**src/rtl/rstcause_pkg.sv**
```systemverilog
package rstcause_pkg;

  localparam int FLAG_W = 8;

  // Flag bit positions (software visible, fixed)
  localparam int F_POR   = 0;
  localparam int F_PIN   = 1;
  localparam int F_SW    = 2;
  localparam int F_WDOG  = 3;
  localparam int F_TRAP  = 4;
  localparam int F_ILL   = 5;
  localparam int F_IDLE  = 6;
  localparam int F_SLEEP = 7;

  localparam logic [FLAG_W-1:0] FLAGS_RST = 8'h01;

  typedef enum logic [1:0] {
    PM_RUN   = 2'b00,
    PM_IDLE  = 2'b01,
    PM_SLEEP = 2'b10,
    PM_RSVD  = 2'b11
  } pmode_e;

  // Cause classes in descending priority after CS_NONE
  typedef enum logic [2:0] {
    CS_NONE    = 3'd0,
    CS_POR     = 3'd1,
    CS_PIN     = 3'd2,
    CS_WDOG    = 3'd3,
    CS_FAULT   = 3'd4,
    CS_SW      = 3'd5,
    CS_CLKFAIL = 3'd6,
    CS_IRQ     = 3'd7
  } cause_e;

  localparam int N_CLASS = 7;

endpackage

```
**src/rtl/rstcause_rst_sync.sv**
```systemverilog
module rstcause_rst_sync #(
  parameter int STAGES = 2
) (
  input  logic clk,
  input  logic rst_n,
  output logic rst_sync_n
);

  logic [STAGES-1:0] sync_q;
  logic [STAGES-1:0] sync_d;

  always_comb begin
    sync_d = {sync_q[STAGES-2:0], 1'b1};
  end

  always_ff @(posedge clk or negedge rst_n) begin
    if (!rst_n) sync_q <= '0;
    else        sync_q <= sync_d;
  end

  assign rst_sync_n = sync_q[STAGES-1];

endmodule

```
**src/rtl/rstcause_arbiter.sv**
```systemverilog
module rstcause_arbiter
  import rstcause_pkg::*;
(
  input  logic                ev_power_on,
  input  logic                ev_pin,
  input  logic                ev_wdog,
  input  logic                ev_trap,
  input  logic                ev_illegal,
  input  logic                ev_sw,
  input  logic                ev_clkfail,
  input  logic                ev_irq_wake,
  output cause_e              winner
);

  // index 0 is the highest priority class
  logic [N_CLASS-1:0] req;

  always_comb begin
    req = {ev_irq_wake, ev_clkfail, ev_sw, (ev_trap | ev_illegal),
           ev_wdog, ev_pin, ev_power_on};
  end

  always_comb begin
    winner = CS_NONE;
    for (int i = N_CLASS - 1; i >= 0; i--) begin
      if (req[i]) winner = cause_e'(3'(i + 1));
    end
  end

endmodule

```
**src/rtl/rstcause_flag_next.sv**
```systemverilog
module rstcause_flag_next
  import rstcause_pkg::*;
(
  input  cause_e              cause,
  input  logic [1:0]          pmode,
  input  logic                ev_trap,
  input  logic                ev_illegal,
  output logic [FLAG_W-1:0]   set_m,
  output logic [FLAG_W-1:0]   clr_m
);

  logic in_sleep;
  logic in_idle;

  always_comb begin
    in_sleep = (pmode == PM_SLEEP);
    in_idle  = (pmode == PM_IDLE);
  end

  always_comb begin
    set_m = '0;
    clr_m = '0;
    unique case (cause)
      CS_POR: begin
        set_m[F_POR] = 1'b1;
        clr_m        = ~FLAGS_RST;
      end
      CS_PIN: begin
        set_m[F_PIN] = 1'b1;
        if (in_sleep) begin
          set_m[F_SLEEP] = 1'b1;
          clr_m[F_WDOG]  = 1'b1;
        end else if (in_idle) begin
          set_m[F_IDLE]  = 1'b1;
          clr_m[F_SLEEP] = 1'b1;
        end else begin
          clr_m[F_SW]    = 1'b1;
        end
      end
      CS_WDOG: begin
        set_m[F_WDOG] = 1'b1;
        if (in_sleep)     set_m[F_SLEEP] = 1'b1;
        else if (in_idle) set_m[F_IDLE]  = 1'b1;
        else              clr_m[F_SW]    = 1'b1;
      end
      CS_FAULT: begin
        set_m[F_TRAP] = ev_trap;
        set_m[F_ILL]  = ev_illegal;
      end
      CS_SW: begin
        set_m[F_SW]   = 1'b1;
        clr_m[F_PIN]  = 1'b1;
        clr_m[F_WDOG] = 1'b1;
      end
      default: begin
        set_m = '0;
        clr_m = '0;
      end
    endcase
  end

endmodule

```
**src/rtl/rstcause_pc_sel.sv**
```systemverilog
module rstcause_pc_sel
  import rstcause_pkg::*;
#(
  parameter int              PC_W        = 24,
  parameter logic [PC_W-1:0] RESET_VEC   = '0,
  parameter logic [PC_W-1:0] CLKFAIL_VEC = PC_W'(4),
  parameter int              PC_STEP     = 2
) (
  input  cause_e              cause,
  input  logic [1:0]          pmode,
  input  logic [PC_W-1:0]     cur_pc,
  input  logic [PC_W-1:0]     irq_vector,
  output logic                load,
  output logic [PC_W-1:0]     target
);

  localparam logic [PC_W-1:0] STEP_L = PC_W'(PC_STEP);

  logic is_wake_mode;

  always_comb begin
    is_wake_mode = (pmode == PM_SLEEP) || (pmode == PM_IDLE);
  end

  always_comb begin
    load   = (cause != CS_NONE);
    target = RESET_VEC;
    unique case (cause)
      CS_WDOG:    target = is_wake_mode ? (cur_pc + STEP_L) : RESET_VEC;
      CS_CLKFAIL: target = CLKFAIL_VEC;
      CS_IRQ:     target = irq_vector;
      default:    target = RESET_VEC;
    endcase
  end

endmodule

```
**src/rtl/rstcause_capture.sv**
```systemverilog
module rstcause_capture
  import rstcause_pkg::*;
#(
  parameter int              PC_W        = 24,
  parameter logic [PC_W-1:0] RESET_VEC   = '0,
  parameter logic [PC_W-1:0] CLKFAIL_VEC = PC_W'(4),
  parameter int              PC_STEP     = 2,
  parameter int              SYNC_STAGES = 2
) (
  input  logic              clk,
  input  logic              rst_n,
  input  logic              ev_power_on,
  input  logic              ev_pin,
  input  logic              ev_sw,
  input  logic              ev_wdog,
  input  logic              ev_trap,
  input  logic              ev_illegal,
  input  logic              ev_clkfail,
  input  logic              ev_irq_wake,
  input  logic [1:0]        pmode,
  input  logic [PC_W-1:0]   cur_pc,
  input  logic [PC_W-1:0]   irq_vector,
  input  logic              wr_en,
  input  logic [7:0]        wr_data,
  output logic [7:0]        flags,
  output logic              pc_load,
  output logic [PC_W-1:0]   pc_next
);

  localparam logic [PC_W-1:0] STEP_L = PC_W'(PC_STEP);

  logic                rst_sync_n;
  cause_e              cause;
  logic [FLAG_W-1:0]   set_m;
  logic [FLAG_W-1:0]   clr_m;
  logic                sel_load;
  logic [PC_W-1:0]     sel_target;

  logic [FLAG_W-1:0]   flag_q, flag_d;
  logic                flag_en;
  logic                load_q, load_d;
  logic [PC_W-1:0]     pc_q, pc_d;
  logic                pc_en;

  rstcause_rst_sync #(.STAGES(SYNC_STAGES)) u_sync (
    .clk        (clk),
    .rst_n      (rst_n),
    .rst_sync_n (rst_sync_n)
  );

  rstcause_arbiter u_arb (
    .ev_power_on (ev_power_on),
    .ev_pin      (ev_pin),
    .ev_wdog     (ev_wdog),
    .ev_trap     (ev_trap),
    .ev_illegal  (ev_illegal),
    .ev_sw       (ev_sw),
    .ev_clkfail  (ev_clkfail),
    .ev_irq_wake (ev_irq_wake),
    .winner      (cause)
  );

  rstcause_flag_next u_fnext (
    .cause      (cause),
    .pmode      (pmode),
    .ev_trap    (ev_trap),
    .ev_illegal (ev_illegal),
    .set_m      (set_m),
    .clr_m      (clr_m)
  );

  rstcause_pc_sel #(
    .PC_W        (PC_W),
    .RESET_VEC   (RESET_VEC),
    .CLKFAIL_VEC (CLKFAIL_VEC),
    .PC_STEP     (PC_STEP)
  ) u_pcsel (
    .cause      (cause),
    .pmode      (pmode),
    .cur_pc     (cur_pc),
    .irq_vector (irq_vector),
    .load       (sel_load),
    .target     (sel_target)
  );

  // Per-bit merge: event update wins over software write, write over hold
  for (genvar b = 0; b < FLAG_W; b++) begin : g_flag_bit
    always_comb begin
      if (set_m[b])      flag_d[b] = 1'b1;
      else if (clr_m[b]) flag_d[b] = 1'b0;
      else if (wr_en)    flag_d[b] = wr_data[b];
      else               flag_d[b] = flag_q[b];
    end
  end

  always_comb begin
    flag_en = wr_en | sel_load;
    load_d  = sel_load;
    pc_en   = sel_load;
    pc_d    = sel_target;
  end

  always_ff @(posedge clk or negedge rst_sync_n) begin
    if (!rst_sync_n)  flag_q <= FLAGS_RST;
    else if (flag_en) flag_q <= flag_d;
  end

  always_ff @(posedge clk or negedge rst_sync_n) begin
    if (!rst_sync_n) load_q <= 1'b0;
    else             load_q <= load_d;
  end

  always_ff @(posedge clk or negedge rst_sync_n) begin
    if (!rst_sync_n) pc_q <= '0;
    else if (pc_en)  pc_q <= pc_d;
  end

  assign flags   = flag_q;
  assign pc_load = load_q;
  assign pc_next = pc_q;

  // ---------------------------------------------------------------------
  // Assertions
  // ---------------------------------------------------------------------
  logic any_ev;
  assign any_ev = ev_power_on | ev_pin | ev_sw | ev_wdog | ev_trap |
                  ev_illegal | ev_clkfail | ev_irq_wake;

  assert_quiet_hold_R2: assert property (@(posedge clk) disable iff (!rst_sync_n)
    (!any_ev && !wr_en) |=> ($stable(flags) && !pc_load && $stable(pc_next)));

  assert_por_R3: assert property (@(posedge clk) disable iff (!rst_sync_n)
    ev_power_on |=> (flags == FLAGS_RST && pc_next == RESET_VEC));

  assert_pin_run_R4: assert property (@(posedge clk) disable iff (!rst_sync_n)
    (ev_pin && !ev_power_on && pmode == PM_RUN) |=>
      (flags[F_PIN] && !flags[F_SW] && pc_next == RESET_VEC));

  assert_sw_R6: assert property (@(posedge clk) disable iff (!rst_sync_n)
    (ev_sw && !ev_power_on && !ev_pin && !ev_wdog && !ev_trap && !ev_illegal) |=>
      (flags[F_SW] && !flags[F_PIN] && !flags[F_WDOG]));

  assert_wdog_wake_R8: assert property (@(posedge clk) disable iff (!rst_sync_n)
    (ev_wdog && !ev_power_on && !ev_pin && pmode == PM_SLEEP) |=>
      (pc_next == $past(cur_pc) + STEP_L && flags[F_WDOG] && flags[F_SLEEP]));

  assert_clkfail_R10: assert property (@(posedge clk) disable iff (!rst_sync_n)
    (ev_clkfail && !wr_en && !ev_power_on && !ev_pin && !ev_wdog && !ev_trap &&
     !ev_illegal && !ev_sw) |=> (pc_next == CLKFAIL_VEC && $stable(flags)));

  assert_load_pulse_R14: assert property (@(posedge clk) disable iff (!rst_sync_n)
    any_ev |=> pc_load);

endmodule

```
**config.mk**
```make
export PLATFORM = sky130hd
export DESIGN_NAME = rstcause_capture
export DESIGN_NICKNAME = d
export VERILOG_FILES = /design/src/rtl/rstcause_pkg.sv /design/src/rtl/rstcause_rst_sync.sv /design/src/rtl/rstcause_arbiter.sv /design/src/rtl/rstcause_flag_next.sv /design/src/rtl/rstcause_pc_sel.sv /design/src/rtl/rstcause_capture.sv
export SDC_FILE = /design/constraint.sdc
export NUM_CORES = 1
export LEC_CHECK = 0
export BUFFER_PORTS_ARGS = -buffer_cell sky130_fd_sc_hd__buf_4
export CORE_ASPECT_RATIO = 1.5
export CORE_MARGIN = 2
export CORE_UTILIZATION = 52
export DETAILED_ROUTE_END_ITERATION = 10
export GPL_TIMING_DRIVEN = 0
export HOLD_SLACK_MARGIN = 0.15
export PLACE_DENSITY = 0.88
export SETUP_SLACK_MARGIN = 0.4
export SLEW_MARGIN = 20
export SYNTH_ARGS = -nofsm -noshare
export SYNTH_HDL_FRONTEND = slang
export SYNTH_HIERARCHICAL = 1
export SYNTH_SLANG_ARGS = --single-unit
```
**constraint.sdc**
```tcl
create_clock -name clk -period 2.8 [get_ports clk]
set_input_delay 0 -clock clk [delete_from_list [all_inputs] [get_ports clk]]
set_output_delay 0 -clock clk [all_outputs]
set_load 0.03 [all_outputs]
```
==> reports/qor.csv <==
stage,metric,value,unit
global_routing,grtUsageMet2,69.07,%
global_routing,grt_use_total,39.74,%
synth,synth_area,2417,µm²
global_routing,busiest_layer,met2,
finish,nets,503,
synth,ys_types,41,
hold_path,hp-class,in -> reg,
finish,antenna_cells,0,
setup_path,worst_ep_arrival_time,2.62,ns
pwr,comb_power_share,33.7,%
clock_network,cts_buffers,5,
route,wl_per_cell,21.61,µm
synth,avgSynthCellArea,8.887,µm²
global_routing,grt_pass1_vias,3079,
synth,synth_top_family_by_area,simple AND/OR/NAND/NOR gates,
synth,synth-xor-area-share,5.435,%
floorplanning,core-area,4504,µm²
setup_path,r2r_cells,3,
route,totalWireLength,10.37,mm
timing,setup_violations,0,
setup_path,crit_type,in -> reg,
pwr,switching_share,33.09,%
floorplanning,die_area,5221,µm²
finish,drive_above_1_share,37.50,%
synth,synth-async-reset-ratio,100.0,%
synth,yosysSeqAreaShare,36.28,%
route,viasPerCell,6.404,
timing,tightest_slew,0.8224,ns
synth,synth_edf_count,0,
hold_path,worstHoldPathCells,4,
global_routing,gr-usage-met3,11.29,%
synth,syn_nets,344,
pwr,peakVddDrop,0.0003724,V
global_routing,gr-usage-met1,42.13,%
pwr,intPower,1.015,mW
clock_network,clkSinkCount,35,
hold_path,min_to,pc_next[10],
route,drc_errors,0,
clock_network,insertion_delay,0.30,ns
run,max_cap_violations,0,
global_routing,grt_max_degree,34,
setup_path,ff2ff_setup_slack,1.48,ns
synth,synth_warnings,6,
floorplanning,die_width,59.67,µm
synth,synth-simple-area-share,29.04,%
finish,n_fill_cell,212,
finish,multi_input_area,1459,µm²
place,io_buffer_count,101,
finish,area_growth,61.13,%
setup_path,r2r-start,flags[0],
pwr,p_switching,502.0,µW
clock_network,clockBufferDepth,2,
setup_path,startpoint_type,input port,
route,drt_iter0_markers,457,
synth,synthCells,272,
place,place_area,3244,µm²
setup_path,rr_endpoint,flags[0],
synth,synthFlopType,dfrtp_1,
setup_path,path_max_fanout,8,
timing,max_freq,419.5,MHz
status,status,completed,
floorplanning,rows,30,
clock_network,cts-root-buf,clkbuf_8,
finish,layout_commonest_cell,buf_4,
clock_network,cts_tree,yes,
pwr,clockPowerShare,28.1,%
timing,hold_violations,0,
pwr,power_per_cell_area,389.5,nW/µm²
pwr,seqPwrFrac,38.2,%
floorplanning,die_h,87.51,µm
synth,synthMuxAreaShare,11.18,%
finish,final_cell_mix,"buf_4, nand2_1, dlygate4sd3_1",
hold_path,holdCritStartpoint,irq_vector[10],
place,gpl.final_weighted_congestion,0.8375,
place,dp_hpwl,5.120,mm
synth,synth_fa_ha_area_share,1.553,%
floorplanning,ios,102,
finish,seqCellArea,878.3,µm²
route,dr.pass1.iters,7,
route,via_count,3074,
global_routing,antenna_found_initial,0,
global_routing,overflow,0,
timing,maxSlewViolCount,0,
pwr,p_leak,1.846,nW
setup_path,end_kind,flip-flop,
timing,fin_worst_skew,0.006099,ns
floorplanning,start_util,53.67,%
synth,synth-compound-area-share,10.46,%
place,dp_slack,-0.03807,ns
clock_network,clk_pin_slew,0.07,ns
timing,finalCriticalPeriod,2.384,ns
timing,fin_crit_sh,85.13,%
timing,rsz0062_at_grt,no,
synth,synth-seq-cells,35,
timing,relSlewSlack,44.87,%
finish,final_area,3895,µm²
global_routing,grt_pass1_wl,15.36,mm
setup_path,worstPathRequired,3.03,ns
clock_network,htree_levels,2,
timing,worst_slack,0.4165,ns
route,drtAntennaViolNets,0,
-- per-layer routing --
layer  up-vias  wire [µm]
li1       1279          -
met1      1412       3346
met2       284       5092
met3        99       1135
met4         0        799
met5         -          0
-- metrics by stage --
| step | std cells | TNS (ns) | power [mW] | util, % | hold WS (ns) |
|---|---|---|---|---|---|
| after CTS | 476 | 0 | 1.461 | 85.03 | 0.1584 |
| after global routing | 480 | 0 | 1.558 | 86.47 | 0.1724 |
| after floorplan | 272 | 0 | 0.7983 | - | -0.2956 |
| final | 480 | 0 | 1.517 | 86.47 | 0.1844 |
| after detailed placement | 421 | -0.1089 | 0.9925 | 72.03 | -0.2170 |
| after global placement | 421 | 0 | 0.9808 | 72.00 | -0.2176 |
-- worst max path at each step --
stage | from | endpoint | slack (ns) | depth (start not counted)
CTS | ev_clkfail | pc_next[10] | 0.49 | 9
finish | cur_pc[1] | pc_next[21] | 0.42 | 9
global placement | ev_illegal | pc_next[21] | 0.005 | 8
detailed placement | ev_illegal | pc_next[19] | -0.04 | 8
global route | ev_illegal | pc_next[21] | 0.39 | 10
floorplan | ev_sw | pc_next[20] | 0.58 | 9
-- layout make-up --
type,count,share of cell area [%]
inverters,9,0.8673
well taps,48,1.542
plain buffers,16,2.698
multi-input cells,212,37.46
flip-flops and latches,35,22.55
clock buffers,8,2.570
repair buffers,152,32.32
-- synthesized netlist by cell type, types with 2 or more instances --
| cell | number | area, µm² |
|---|---|---|
| nand3_1 | 18 | 90.09 |
| inv_1 | 9 | 33.78 |
| conb_1 | 2 | 7.510 |
| or4_1 | 9 | 67.56 |
| nand4_1 | 6 | 37.54 |
| nor2_1 | 5 | 18.77 |
| o21ai_0 | 9 | 45.04 |
| xor2_1 | 3 | 26.28 |
| xnor2_1 | 12 | 105.1 |
| nand2_1 | 47 | 176.4 |
| nor2b_1 | 7 | 43.79 |
| buf_6 | 3 | 33.78 |
| and4bb_2 | 2 | 25.02 |
| ha_1 | 3 | 37.54 |
| mux2_2 | 24 | 270.3 |
| a21oi_1 | 5 | 25.02 |
| o21ai_1 | 16 | 80.08 |
| clkbuf_1 | 5 | 18.77 |
| and2_1 | 3 | 18.77 |
| dfrtp_1 | 34 | 850.8 |
| nor3_1 | 5 | 25.02 |
| buf_4 | 5 | 37.54 |
| nor4_1 | 3 | 18.77 |
| or3_1 | 2 | 12.51 |
| nand3b_1 | 10 | 75.07 |
| o211ai_1 | 8 | 60.06 |
| buf_2 | 3 | 15.01 |
-- power groups by stage --
stage | clock, mW | combinational [mW] | sequential [mW]
after floorplan | 0 | 0.146 | 0.652
after CTS | 0.416 | 0.470 | 0.575
final | 0.426 | 0.512 | 0.579
after detailed placement | 0 | 0.408 | 0.584
after global placement | 0 | 0.399 | 0.582
after global routing | 0.440 | 0.535 | 0.583
-- registers in the layout (all words and copies together), names as in the netlist --
| signal | count |
|---|---|
| flags | 8 |
| pc_load | 1 |
| pc_next | 24 |
| u_sync/sync_q | 2 |
-- critical path, cell delays in order --
cell and delay (ns):
dlygate4sd3_1 0.54, buf_4 0.13, ha_1 0.23, nand2_1 0.18
or4_1 0.51, buf_2 0.18, or4_1 0.53, nand3_1 0.14
mux2_2 0.17
-- kinds of logic after synthesis --
group | count (synthesis)
compound gates | 42
mux | 24
simple gates | 126
flops | 35
other cells | 2
fa+ha+maj | 3
xor+xnor | 15
buf+inv | 25
-- what timing repair did --
action / CTS / global route
buffers inserted: 0 / 4
pin swaps: 0 / 4
setup endpoints to repair: 7 / 6
endpoints found under the hold margin: 32 / 0
resized for setup: 2 / 3
hold buffers: 47 / 0
No activity file was read; power rests on OpenSTA's default activity.
